File: config.mk
export PLATFORM = sky130hd
export DESIGN_NAME = intr_seq_top
export DESIGN_NICKNAME = d
export VERILOG_FILES = /design/src/rtl/intr_seq_pkg.sv /design/src/rtl/intr_seq_arb.sv /design/src/rtl/intr_seq_fsm.sv /design/src/rtl/intr_seq_ctx.sv /design/src/rtl/intr_seq_top.sv
export SDC_FILE = /design/constraint.sdc
export NUM_CORES = 1
export LEC_CHECK = 0
export BUFFER_PORTS_ARGS = -buffer_cell sky130_fd_sc_hd__buf_2
export CORE_UTILIZATION = 35
export CTS_BUF_LIST = sky130_fd_sc_hd__clkbuf_8
export DETAILED_ROUTE_END_ITERATION = 7
export GPL_TIMING_DRIVEN = 0
export PLACE_DENSITY = 0.66
export SYNTH_ARGS = -nofsm -noshare
export SYNTH_HDL_FRONTEND = slang
export SYNTH_SLANG_ARGS = --single-unit
File: constraint.sdc
create_clock -name clk -period 5.15 [get_ports clk]
set_input_delay 1.2875 -clock clk [delete_from_list [all_inputs] [get_ports clk]]
set_output_delay 1.2875 -clock clk [all_outputs]
set_load 0.02 [all_outputs]
File: src/rtl/intr_seq_pkg.sv
// Shared types for the interrupt entry/return sequencer.
// Assumes nothing beyond IEEE 1800-2017 enum support.
package intr_seq_pkg;

    // Sequencer steps; each memory step waits for one acknowledge.
    typedef enum logic [3:0] {
        ST_IDLE,
        ST_PUSH_PSW,
        ST_PUSH_PCH,
        ST_PUSH_PCL,
        ST_VEC_LO,
        ST_VEC_HI,
        ST_POP_PCL,
        ST_POP_PCH,
        ST_POP_PSW,
        ST_DONE
    } seq_state_e;

endpackage

File: src/rtl/intr_seq_arb.sv
// Start arbiter: picks at most one operation from the incoming strobes.
// Assumes the strobes are single-cycle and are only honoured while idle.
// Fixed order: break, hardware accept, return-from-break, hardware return.
module intr_seq_arb (
    input  logic idle_i,
    input  logic brk_i,
    input  logic ack_i,
    input  logic retb_i,
    input  logic reti_i,
    output logic go_entry_o,
    output logic go_brk_o,
    output logic go_return_o,
    output logic go_reti_o
);

    logic go_hw;

    // Priority decode, gated by idle so busy-time strobes are dropped.
    always_comb begin
        go_brk_o    = idle_i & brk_i;
        go_hw       = idle_i & ~brk_i & ack_i;
        go_entry_o  = go_brk_o | go_hw;
        go_return_o = idle_i & ~brk_i & ~ack_i & (retb_i | reti_i);
        go_reti_o   = go_return_o & ~retb_i;
    end

endmodule

File: src/rtl/intr_seq_fsm.sv
// Byte sequencer: pushes flags and PC, fetches the vector, or pops the
// saved context, all over one request/acknowledge memory port.
// Assumes AW == 2*DW (PC is two bytes) and a downward-growing stack.
module intr_seq_fsm
    import intr_seq_pkg::*;
#(
    parameter int AW = 16,
    parameter int DW = 8
) (
    input  logic          clk,
    input  logic          rst_n,
    input  logic          go_entry_i,
    input  logic          go_return_i,
    input  logic [AW-1:0] vec_i,
    input  logic [DW-1:0] psw_i,
    input  logic [AW-1:0] pc_i,
    input  logic [AW-1:0] sp_i,
    output logic          mem_req_o,
    output logic          mem_we_o,
    output logic [AW-1:0] mem_addr_o,
    output logic [DW-1:0] mem_wdata_o,
    input  logic          mem_ack_i,
    input  logic [DW-1:0] mem_rdata_i,
    output logic          idle_o,
    output logic          busy_o,
    output logic          pc_load_o,
    output logic [AW-1:0] pc_new_o,
    output logic          sp_load_o,
    output logic [AW-1:0] sp_new_o,
    output logic          psw_load_o,
    output logic [DW-1:0] psw_new_o,
    output logic          ie_clr_o
);

    localparam logic [AW-1:0] ONE   = AW'(1);
    localparam logic [AW-1:0] TWO   = AW'(2);
    localparam logic [AW-1:0] THREE = AW'(3);

    seq_state_e    state_q;
    logic [DW-1:0] psw_q;
    logic [AW-1:0] pc_q;
    logic [AW-1:0] sp_q;
    logic [AW-1:0] vec_q;
    logic [DW-1:0] lo_q;
    logic [DW-1:0] hi_q;
    logic [DW-1:0] rd_psw_q;
    logic          ret_q;
    logic          done;

    // State advance and capture of operands and read bytes.
    always_ff @(posedge clk) begin
        if (!rst_n) begin
            state_q  <= ST_IDLE;
            psw_q    <= '0;
            pc_q     <= '0;
            sp_q     <= '0;
            vec_q    <= '0;
            lo_q     <= '0;
            hi_q     <= '0;
            rd_psw_q <= '0;
            ret_q    <= 1'b0;
        end else begin
            case (state_q)
                ST_IDLE: begin
                    if (go_entry_i) begin
                        psw_q   <= psw_i;
                        pc_q    <= pc_i;
                        sp_q    <= sp_i;
                        vec_q   <= vec_i;
                        ret_q   <= 1'b0;
                        state_q <= ST_PUSH_PSW;
                    end else if (go_return_i) begin
                        sp_q    <= sp_i;
                        ret_q   <= 1'b1;
                        state_q <= ST_POP_PCL;
                    end
                end
                ST_PUSH_PSW: if (mem_ack_i) state_q <= ST_PUSH_PCH;
                ST_PUSH_PCH: if (mem_ack_i) state_q <= ST_PUSH_PCL;
                ST_PUSH_PCL: if (mem_ack_i) state_q <= ST_VEC_LO;
                ST_VEC_LO: if (mem_ack_i) begin
                    lo_q    <= mem_rdata_i;
                    state_q <= ST_VEC_HI;
                end
                ST_VEC_HI: if (mem_ack_i) begin
                    hi_q    <= mem_rdata_i;
                    state_q <= ST_DONE;
                end
                ST_POP_PCL: if (mem_ack_i) begin
                    lo_q    <= mem_rdata_i;
                    state_q <= ST_POP_PCH;
                end
                ST_POP_PCH: if (mem_ack_i) begin
                    hi_q    <= mem_rdata_i;
                    state_q <= ST_POP_PSW;
                end
                ST_POP_PSW: if (mem_ack_i) begin
                    rd_psw_q <= mem_rdata_i;
                    state_q  <= ST_DONE;
                end
                default: state_q <= ST_IDLE;
            endcase
        end
    end

    // Memory request address, direction and data for the current step.
    always_comb begin
        mem_req_o   = 1'b1;
        mem_we_o    = 1'b0;
        mem_addr_o  = '0;
        mem_wdata_o = '0;
        case (state_q)
            ST_PUSH_PSW: begin
                mem_we_o    = 1'b1;
                mem_addr_o  = sp_q - ONE;
                mem_wdata_o = psw_q;
            end
            ST_PUSH_PCH: begin
                mem_we_o    = 1'b1;
                mem_addr_o  = sp_q - TWO;
                mem_wdata_o = pc_q[AW-1:DW];
            end
            ST_PUSH_PCL: begin
                mem_we_o    = 1'b1;
                mem_addr_o  = sp_q - THREE;
                mem_wdata_o = pc_q[DW-1:0];
            end
            ST_VEC_LO:  mem_addr_o = vec_q;
            ST_VEC_HI:  mem_addr_o = vec_q | ONE;
            ST_POP_PCL: mem_addr_o = sp_q;
            ST_POP_PCH: mem_addr_o = sp_q + ONE;
            ST_POP_PSW: mem_addr_o = sp_q + TWO;
            default:    mem_req_o  = 1'b0;
        endcase
    end

    // Completion strobes and result values toward the core.
    always_comb begin
        done       = (state_q == ST_DONE);
        idle_o     = (state_q == ST_IDLE);
        busy_o     = ~idle_o;
        pc_load_o  = done;
        sp_load_o  = done;
        psw_load_o = done & ret_q;
        ie_clr_o   = done & ~ret_q;
        pc_new_o   = {hi_q, lo_q};
        sp_new_o   = ret_q ? (sp_q + THREE) : (sp_q - THREE);
        psw_new_o  = rd_psw_q;
    end

endmodule

File: src/rtl/intr_seq_ctx.sv
// Context tracker: a shift stack of "opened by break" bits, one per
// nested context, plus the registered misuse pulse.
// Assumes push and pop never occur in the same cycle.
module intr_seq_ctx #(
    parameter int NEST_DEPTH = 4
) (
    input  logic clk,
    input  logic rst_n,
    input  logic push_i,
    input  logic push_brk_i,
    input  logic pop_i,
    input  logic pop_reti_i,
    output logic misuse_o
);

    localparam int CW = $clog2(NEST_DEPTH + 1);
    localparam logic [CW-1:0] FULL = CW'(NEST_DEPTH);

    logic [NEST_DEPTH-1:0] kinds_q;
    logic [NEST_DEPTH-1:0] kinds_push;
    logic [CW-1:0]         cnt_q;
    logic                  top_brk;

    // Next stack image on push; bit 0 is the innermost context.
    always_comb begin
        kinds_push    = kinds_q << 1;
        kinds_push[0] = push_brk_i;
        top_brk       = (cnt_q != '0) & kinds_q[0];
    end

    // Stack update, depth count and misuse flag.
    always_ff @(posedge clk) begin
        if (!rst_n) begin
            kinds_q  <= '0;
            cnt_q    <= '0;
            misuse_o <= 1'b0;
        end else begin
            misuse_o <= pop_i & pop_reti_i & top_brk;
            if (push_i) begin
                kinds_q <= kinds_push;
                if (cnt_q != FULL) cnt_q <= cnt_q + CW'(1);
            end else if (pop_i) begin
                kinds_q <= kinds_q >> 1;
                if (cnt_q != '0) cnt_q <= cnt_q - CW'(1);
            end
        end
    end

endmodule

File: src/rtl/intr_seq_top.sv
// Interrupt entry and return sequencer top: arbiter, byte sequencer and
// context tracker. Assumes AW == 2*DW and a BRK_VEC that is even.
module intr_seq_top #(
    parameter int              AW         = 16,
    parameter int              DW         = 8,
    parameter int              NEST_DEPTH = 4,
    parameter logic [AW-1:0]   BRK_VEC    = 16'h003E
) (
    input  logic          clk,
    input  logic          rst_n,
    input  logic          brk_i,
    input  logic          ack_i,
    input  logic [AW-1:0] ack_vec_i,
    input  logic          retb_i,
    input  logic          reti_i,
    input  logic [DW-1:0] psw_i,
    input  logic [AW-1:0] pc_i,
    input  logic [AW-1:0] sp_i,
    output logic          mem_req_o,
    output logic          mem_we_o,
    output logic [AW-1:0] mem_addr_o,
    output logic [DW-1:0] mem_wdata_o,
    input  logic          mem_ack_i,
    input  logic [DW-1:0] mem_rdata_i,
    output logic          busy_o,
    output logic          pc_load_o,
    output logic [AW-1:0] pc_new_o,
    output logic          sp_load_o,
    output logic [AW-1:0] sp_new_o,
    output logic          psw_load_o,
    output logic [DW-1:0] psw_new_o,
    output logic          ie_clr_o,
    output logic          misuse_o
);

    logic          idle;
    logic          go_entry;
    logic          go_brk;
    logic          go_return;
    logic          go_reti;
    logic [AW-1:0] vec_sel;

    // Vector address: fixed pair for break, supplied one otherwise.
    always_comb vec_sel = go_brk ? BRK_VEC : ack_vec_i;

    intr_seq_arb u_arb (
        .idle_i      (idle),
        .brk_i       (brk_i),
        .ack_i       (ack_i),
        .retb_i      (retb_i),
        .reti_i      (reti_i),
        .go_entry_o  (go_entry),
        .go_brk_o    (go_brk),
        .go_return_o (go_return),
        .go_reti_o   (go_reti)
    );

    intr_seq_fsm #(.AW(AW), .DW(DW)) u_fsm (
        .clk         (clk),
        .rst_n       (rst_n),
        .go_entry_i  (go_entry),
        .go_return_i (go_return),
        .vec_i       (vec_sel),
        .psw_i       (psw_i),
        .pc_i        (pc_i),
        .sp_i        (sp_i),
        .mem_req_o   (mem_req_o),
        .mem_we_o    (mem_we_o),
        .mem_addr_o  (mem_addr_o),
        .mem_wdata_o (mem_wdata_o),
        .mem_ack_i   (mem_ack_i),
        .mem_rdata_i (mem_rdata_i),
        .idle_o      (idle),
        .busy_o      (busy_o),
        .pc_load_o   (pc_load_o),
        .pc_new_o    (pc_new_o),
        .sp_load_o   (sp_load_o),
        .sp_new_o    (sp_new_o),
        .psw_load_o  (psw_load_o),
        .psw_new_o   (psw_new_o),
        .ie_clr_o    (ie_clr_o)
    );

    intr_seq_ctx #(.NEST_DEPTH(NEST_DEPTH)) u_ctx (
        .clk        (clk),
        .rst_n      (rst_n),
        .push_i     (go_entry),
        .push_brk_i (go_brk),
        .pop_i      (go_return),
        .pop_reti_i (go_reti),
        .misuse_o   (misuse_o)
    );

endmodule

==> metrics.cfg, run 1 <==
[run_status]
status=finished clean

[global_route]
grt_max_degree=19
grt-ovfl-total=0
grt_pass1_vias=6215
grt.total_usage=0.233
antenna_found_initial=1
grt_pass1_wl_um=33500

[critical_path]
rr_startpoint=u_fsm.state_q[1]$_SDFFE_PN0P_
crit_path_end_kind=output pin
required_ns=3.86
worst-r2r-setup-slack_ns=2.18
cp-start-kind=register
crit_chain=inv_1 > nor2_2 > nand3_4 > buf_4 > fa_1 > nand3_1 > a21oi_1 > o21ai_0 > a21oi_1 > o311ai_0 > nand4_1 > buf_2
crit_family=simple AND/OR/NAND/NOR gates
worst-path-buf-inv=3
cp.depth=12
path_common_cell=a21oi_1
r2r_end=u_ctx.cnt_q[2]$_SDFFE_PN0P_
crit_fanout=17
worst_path_largest_cell_delay_ns=0.47
cp.arrival_ns=3.72
crit_start=u_fsm.state_q[2]$_SDFFE_PN0P_
endpoint=mem_addr_o[14]
r2r_cells=10
path_class=reg -> out
critPathSlowestCell=fa_1

[sta]
slew_headroom=0.160
clock_skew_ns=0.0110
fin_crit_sh=0.972
drv_slew=0
fin_setup_tns_ns=0
hold_viol=0
worst_pin_slew_ns=1.25
fmax_mhz=200
finalSetupViolations=0
period_needed_ns=5.01

[logic_synthesis]
yosysTopAreaCell=dfxtp_1
netlist_top_cells_area=dfxtp_1, a21oi_1, nand2_1
yosys_warnings=0
ys_top_cells_by_count=nand2_1, a21oi_1, dfxtp_1
syn_area_um2=6400
synth_adder_area_share=0.0719
muxShareOfSynthArea=0.0487
synth_xor_area_frac=0.0643
seq_area_frac_synth=0.291
synth_fp_nets=973
synth_top_family_by_area=compound AO/OA/AOI/OAI gates
async_flop_share=0
synth.distinct_cells=62
synth_cells=867
synth_compound_area_frac=0.235
post-synth-top-count-cell=nand2_1
synth_edf_count=0
ys_ff_latch=93
synth.top_cell.area_share=0.291
syn_avg_cell_area_um2=7.38
synth-simple-area-share=0.235
synth-main-ff-cell=dfxtp_1

[power]
p_sw_frac=0.527
power_frac_seq=0.194
powerDensity_nw_per_um2=724
p_clk_frac=0.102
ir_worst_vdd_uv=389
pwr-share-comb=0.704
p_leak_nw=3.31
p_sw_mw=2.96
total_power_mw=5.61
p_int_mw=2.65

[job]
cap_violations=0

[hold_path]
hold_path_class=reg -> reg

[cts]
cts_max_path_buffers=2
ctsHoldBuffers=0
worstSkewPairLatency_ns=0.37
clk_pin_slew_ns=0.09
cts_tree=yes
htree_num_levels=3
root_buffer=clkbuf_8
cts_buffers=9
cts_sinks=93

[routing]
drc_errors=0
wl_um=22000
drtPass1Iterations=7
wl_per_cell_um=17.5
postRouteAntennaNets=0
num_vias=6841
avgViaCountPerCell=5.44
first_iter_violations=456

[finish]
antennaDiodeCount=0
design_area_um2=7750
final_nets=1129
area_delta_synth_final_pct=21.1
drive_gt1_frac=0.192

[die]
io-pin-count=143
die_h_um=137
die_w_um=137
initial_utilization=0.356
fp.dieArea_um2=18800
row_count=49
core-area_um2=18000

[place]
io_buffers=140
place_hpwl_um=16900
gp_congestion=0.941
placed_cell_area_um2=7390

==> area by class of cell <==
type	instances	area [um^2]
repair buffers	150	776
plain buffers	60	255
flip-flops and latches	93	1870
well taps	229	287
clock buffers	11	151
fillers	1871	10200
multi-input cells	688	4260
inverters	21	81.3
clock inverters	5	81.3
==> cells in the final DEF (no fill, tap or decap), drive strengths merged, types with 6 or more instances in the layout <==
cell type	Yosys	layout
buf	15	165
ha	32	32
nor3	32	32
o211ai	6	6
o22ai	7	7
o21ai	37	37
clkbuf	50	56
xnor2	25	25
a21oi	106	106
inv	21	22
a22oi	7	7
nand3	24	24
a21o	10	10
nor2	89	89
a221o	11	11
dfxtp	93	93
nor3b	13	13
mux2i	30	30
a31oi	9	9
a211oi	7	7
or3	6	6
xor2	22	22
nand2	140	140
==> repair_timing <==
item	4_1_cts	5_1_grt
gates resized for setup	11	12
buffers inserted	0	10
setup endpoints to repair	13	6
==> logic make-up (layout without fill, tap and decap cells) <==
kind of cell / after synthesis / count (layout)
simple gates: 335 / 335
compound gates: 240 / 240
flops: 93 / 93
buf+inv: 86 / 247
xor+xnor: 47 / 47
fa+ha+maj: 35 / 35
mux: 31 / 31
==> state kept, by name, summed over array words and instances, names as in the netlist <==
signal / cells
u_ctx.cnt_q: 3
u_fsm.psw_q: 8
u_fsm.pc_q: 16
u_fsm.vec_q: 16
u_ctx.kinds_q: 4
u_fsm.psw_new_o: 8
u_ctx.misuse_o: 1
u_fsm.ret_q: 1
u_fsm.lo_q: 8
u_fsm.hi_q: 8
u_fsm.sp_q: 16
u_fsm.state_q: 4
==> layer usage <==
metal | routed length, um | vias up | GRT usage
li1 | - | 3396 | -
met1 | 9990 | 3170 | 0.314
met2 | 9970 | 237 | 0.375
met3 | 1440 | 38 | 0.0464
met4 | 561 | 0 | 0.0702
met5 | 0 | - | 0
==> worst min path at each step <==
| stage | from | end | slack [ns] | cells after the start |
|---|---|---|---|---|
| after floorplan | u_fsm.psw_q[0]$_SDFFE_PN0P_ | u_fsm.psw_q[0]$_SDFFE_PN0P_ | 0.44 | 2 |
| after detailed placement | u_fsm.psw_new_o[1]$_SDFFE_PN0P_ | u_fsm.psw_new_o[1]$_SDFFE_PN0P_ | 0.45 | 2 |
| final | u_fsm.psw_new_o[1]$_SDFFE_PN0P_ | u_fsm.psw_new_o[1]$_SDFFE_PN0P_ | 0.46 | 2 |
| after CTS | u_fsm.psw_new_o[1]$_SDFFE_PN0P_ | u_fsm.psw_new_o[1]$_SDFFE_PN0P_ | 0.46 | 2 |
| after global placement | u_fsm.psw_new_o[5]$_SDFFE_PN0P_ | u_fsm.psw_new_o[5]$_SDFFE_PN0P_ | 0.44 | 2 |
| after global routing | u_fsm.pc_q[0]$_SDFFE_PN0P_ | u_fsm.pc_q[0]$_SDFFE_PN0P_ | 0.47 | 2 |
==> tightest hold or removal path, stage by stage (launching register included) <==
cell	delay, ns
dfxtp_1	0.31
nand2_1	0.05
a21oi_1	0.05
==> power groups by stage <==
stage	clock network [mW]	registers [mW]	logic, mW
4_1_cts	0.582	1.08	3.87
6_report	0.572	1.09	3.95
5_1_grt	0.613	1.11	4.30
3_3_place_gp	0	1.07	3.83
2_1_floorplan	0	1.03	2.79
3_5_place_dp	0	1.07	3.85
==> stage by stage <==
step	worst slack, ns	std cells	utilization	hold slack (ns)
floorplan	0.506	867	-	0.436
global route	-0.0131	1257	0.432	0.473
CTS	0.0511	1249	0.426	0.459
detailed placement	-0.460	1236	0.411	0.447
finish	0.144	1257	0.432	0.456
global placement	-0.447	1236	0.411	0.440
Power figures use the tool's default switching activity.
==> run 2, diff against run 1 <==
--- a/config.mk
+++ b/config.mk
@@ -11,6 +11,7 @@
 export DETAILED_ROUTE_END_ITERATION = 7
 export GPL_TIMING_DRIVEN = 0
 export PLACE_DENSITY = 0.66
+export SLEW_MARGIN = 25
 export SYNTH_ARGS = -nofsm -noshare
 export SYNTH_HDL_FRONTEND = slang
 export SYNTH_SLANG_ARGS = --single-unit
==> constraint.sdc (replaced) <==
create_clock -name clk -period 5.9 [get_ports clk]
set_input_delay 1.475 -clock clk [delete_from_list [all_inputs] [get_ports clk]]
set_output_delay 1.475 -clock clk [all_outputs]
set_load 0.02 [all_outputs]
==> run 2 against run 1 <==
Clock-buffer cell count is the same. Worst setup slack improved by 0.13 ns. Die area is the same. Global-route usage is 0.18 points lower. Worst hold slack improved by 0.0036 ns. Sequential share of layout area rose by 0.21 points. Flip-flop and latch count unchanged. Via count is 0.38% higher. Routed wire length fell by 0.52%. Final area fell by 1.2%. Largest power group unchanged.
==> metrics.cfg, run 2 (same netlist as run 1, synthesis figures left out) <==
[routing]
wl_per_cell_um=17.4  ; -0.12%
wl_um=21800  ; -0.52%
num_vias=6867  ; +0.38%
drtPass1Iterations=7  ; unchanged
first_iter_violations=509  ; +12%
drc_errors=0  ; unchanged
postRouteAntennaNets=0  ; unchanged
avgViaCountPerCell=5.48  ; +0.78%

[power]
p_int_mw=2.29  ; -14%
p_clk_frac=0.103  ; about the same
p_leak_nw=3.27  ; -1.4%
pwr-share-comb=0.707  ; +0.003
p_sw_frac=0.528  ; +0.000960
powerDensity_nw_per_um2=634  ; -12%
power_frac_seq=0.190  ; -0.004
p_sw_mw=2.57  ; -13%
ir_worst_vdd_uv=317  ; -18%

[die]
fp.dieArea_um2=18800  ; unchanged
die_h_um=137  ; unchanged
row_count=49  ; unchanged
die_w_um=137  ; unchanged
initial_utilization=0.356  ; unchanged
core-area_um2=18000  ; unchanged
io-pin-count=143  ; unchanged

[sta]
period_needed_ns=5.63
fin_setup_tns_ns=0  ; unchanged
rsz0062_at_grt=false
hold_viol=0  ; unchanged
hold_slack_ns=0.459  ; +0.00357 ns
fin_crit_sh=0.954
drv_slew=0  ; unchanged
worst_pin_slew_ns=0.878  ; -0.373 ns
fin_ws_ns=0.273  ; +0.128 ns
clock_skew_ns=0.00876  ; -0.00226 ns
finalSetupViolations=0  ; unchanged
slew_headroom=0.412  ; +0.252
fmax_mhz=178

[global_route]
grt_pass1_wl_um=33200  ; -0.97%
antenna_found_initial=1  ; unchanged
grt-ovfl-total=0  ; unchanged
grt_max_degree=19  ; unchanged
grt.total_usage=0.232  ; -0.00177
grt_pass1_vias=6200  ; -0.24%

[cts]
cts_tree=yes
htree_num_levels=3  ; unchanged
ctsHoldBuffers=0  ; unchanged
clk_pin_slew_ns=0.10  ; about the same
worstSkewPairLatency_ns=0.38  ; about the same
cts_buffers=9  ; unchanged
cts_sinks=93  ; unchanged
root_buffer=clkbuf_8
cts_max_path_buffers=2  ; unchanged

[place]
pre_cts_ws_ns=0.102  ; +0.562 ns
io_buffers=140  ; unchanged
place_hpwl_um=16900  ; about the same
placed_cell_area_um2=7390  ; about the same
gp_congestion=0.941  ; unchanged
place_inst=1236  ; unchanged

[critical_path]
path_class=reg -> out
cp.arrival_ns=4.15  ; +0.43 ns
crit_path_end_kind=output pin
cp-start-kind=register
crit_fanout=17  ; unchanged
required_ns=4.43  ; +0.57 ns

[finish]
largest_registers=u_fsm.pc_q (16), u_fsm.sp_q (16), u_fsm.vec_q (16)
mostFrequentLayoutCells=buf_2, nand2_1, a21oi_1
final_nets=1124  ; -0.44%
design_area_um2=7660  ; -1.2%
antennaDiodeCount=0  ; unchanged
stdcell_count=1252  ; -0.40%
final_common_cell=buf_2
drive_gt1_frac=0.174  ; -0.0176
area_delta_synth_final_pct=19.7

[job]
cap_violations=0  ; unchanged

[run_status]
status=finished clean

[hold_path]
hold_path_class=reg -> reg

## run 2: final timing paths
kind	startpoint	end	slack, ns	cells past startpoint
max	u_fsm.state_q[3]$_SDFFE_PN0P_	mem_addr_o[15]	0.27	12
min	u_fsm.psw_new_o[5]$_SDFFE_PN0P_	u_fsm.psw_new_o[5]$_SDFFE_PN0P_	0.46	2
max reg2reg	u_fsm.state_q[0]$_SDFFE_PN0P_	u_ctx.cnt_q[2]$_SDFFE_PN0P_	2.85	10
min reg2reg	u_fsm.psw_new_o[5]$_SDFFE_PN0P_	u_fsm.psw_new_o[5]$_SDFFE_PN0P_	0.46	2
## run 2: area by class of cell
type                       instances  area [um^2]
sequential                        93         1860
clock buffer                      11          151
clock inverter                     5         81.3
timing repair buffer             140          701
multi-input combinational        688         4230
fill                            1888        10300
buffer                            65          270
inverter                          21         78.8
tap                              229          287
## run 2: power groups by stage
stage,combinational [mW],clock (mW),sequential [mW]
after floorplan,2.44,0,0.899
after global placement,3.35,0,0.930
after detailed placement,3.36,0,0.933
after CTS,3.38,0.510,0.919
after global routing,3.74,0.539,0.942
final,3.43,0.500,0.925
## run 2: critical path, stage by stage (launching register included)
cell	delay [ns]
dfxtp_1	0.41
clkbuf_1	0.32
nor4b_4	0.35
inv_2	0.27
ha_1	0.36
clkbuf_1	0.33
nand2_1	0.15
or3_1	0.42
nor4b_2	0.46
a211o_1	0.16
nand2_1	0.05
a211o_1	0.31
buf_2	0.18
## run 2: timing repair
item / CTS / global route
cloned: 0 / 0
buffers inserted: 0 / 0
endpoints found under the setup margin: 6 / 6
pin swaps: 0 / 0
resized for setup: 3 / 5
## run 2: per-layer routing
| metal | GRT usage | vias to the layer above | part of all wire |
|---|---|---|---|
| met2 | 0.373 | 262 | 0.46 |
| met1 | 0.309 | 3206 | 0.44 |
| met5 | 0 | - | 0 |
| met4 | 0.0647 | 0 | 0.019 |
| li1 | - | 3370 | - |
| met3 | 0.0504 | 29 | 0.076 |
## run 2: through the flow
| stage | utilization | total power, mW |
|---|---|---|
| after floorplan | - | 3.34 |
| after global placement | 0.411 | 4.28 |
| after detailed placement | 0.412 | 4.30 |
| after CTS | 0.425 | 4.81 |
| after global routing | 0.426 | 5.22 |
| final | 0.426 | 4.86 |
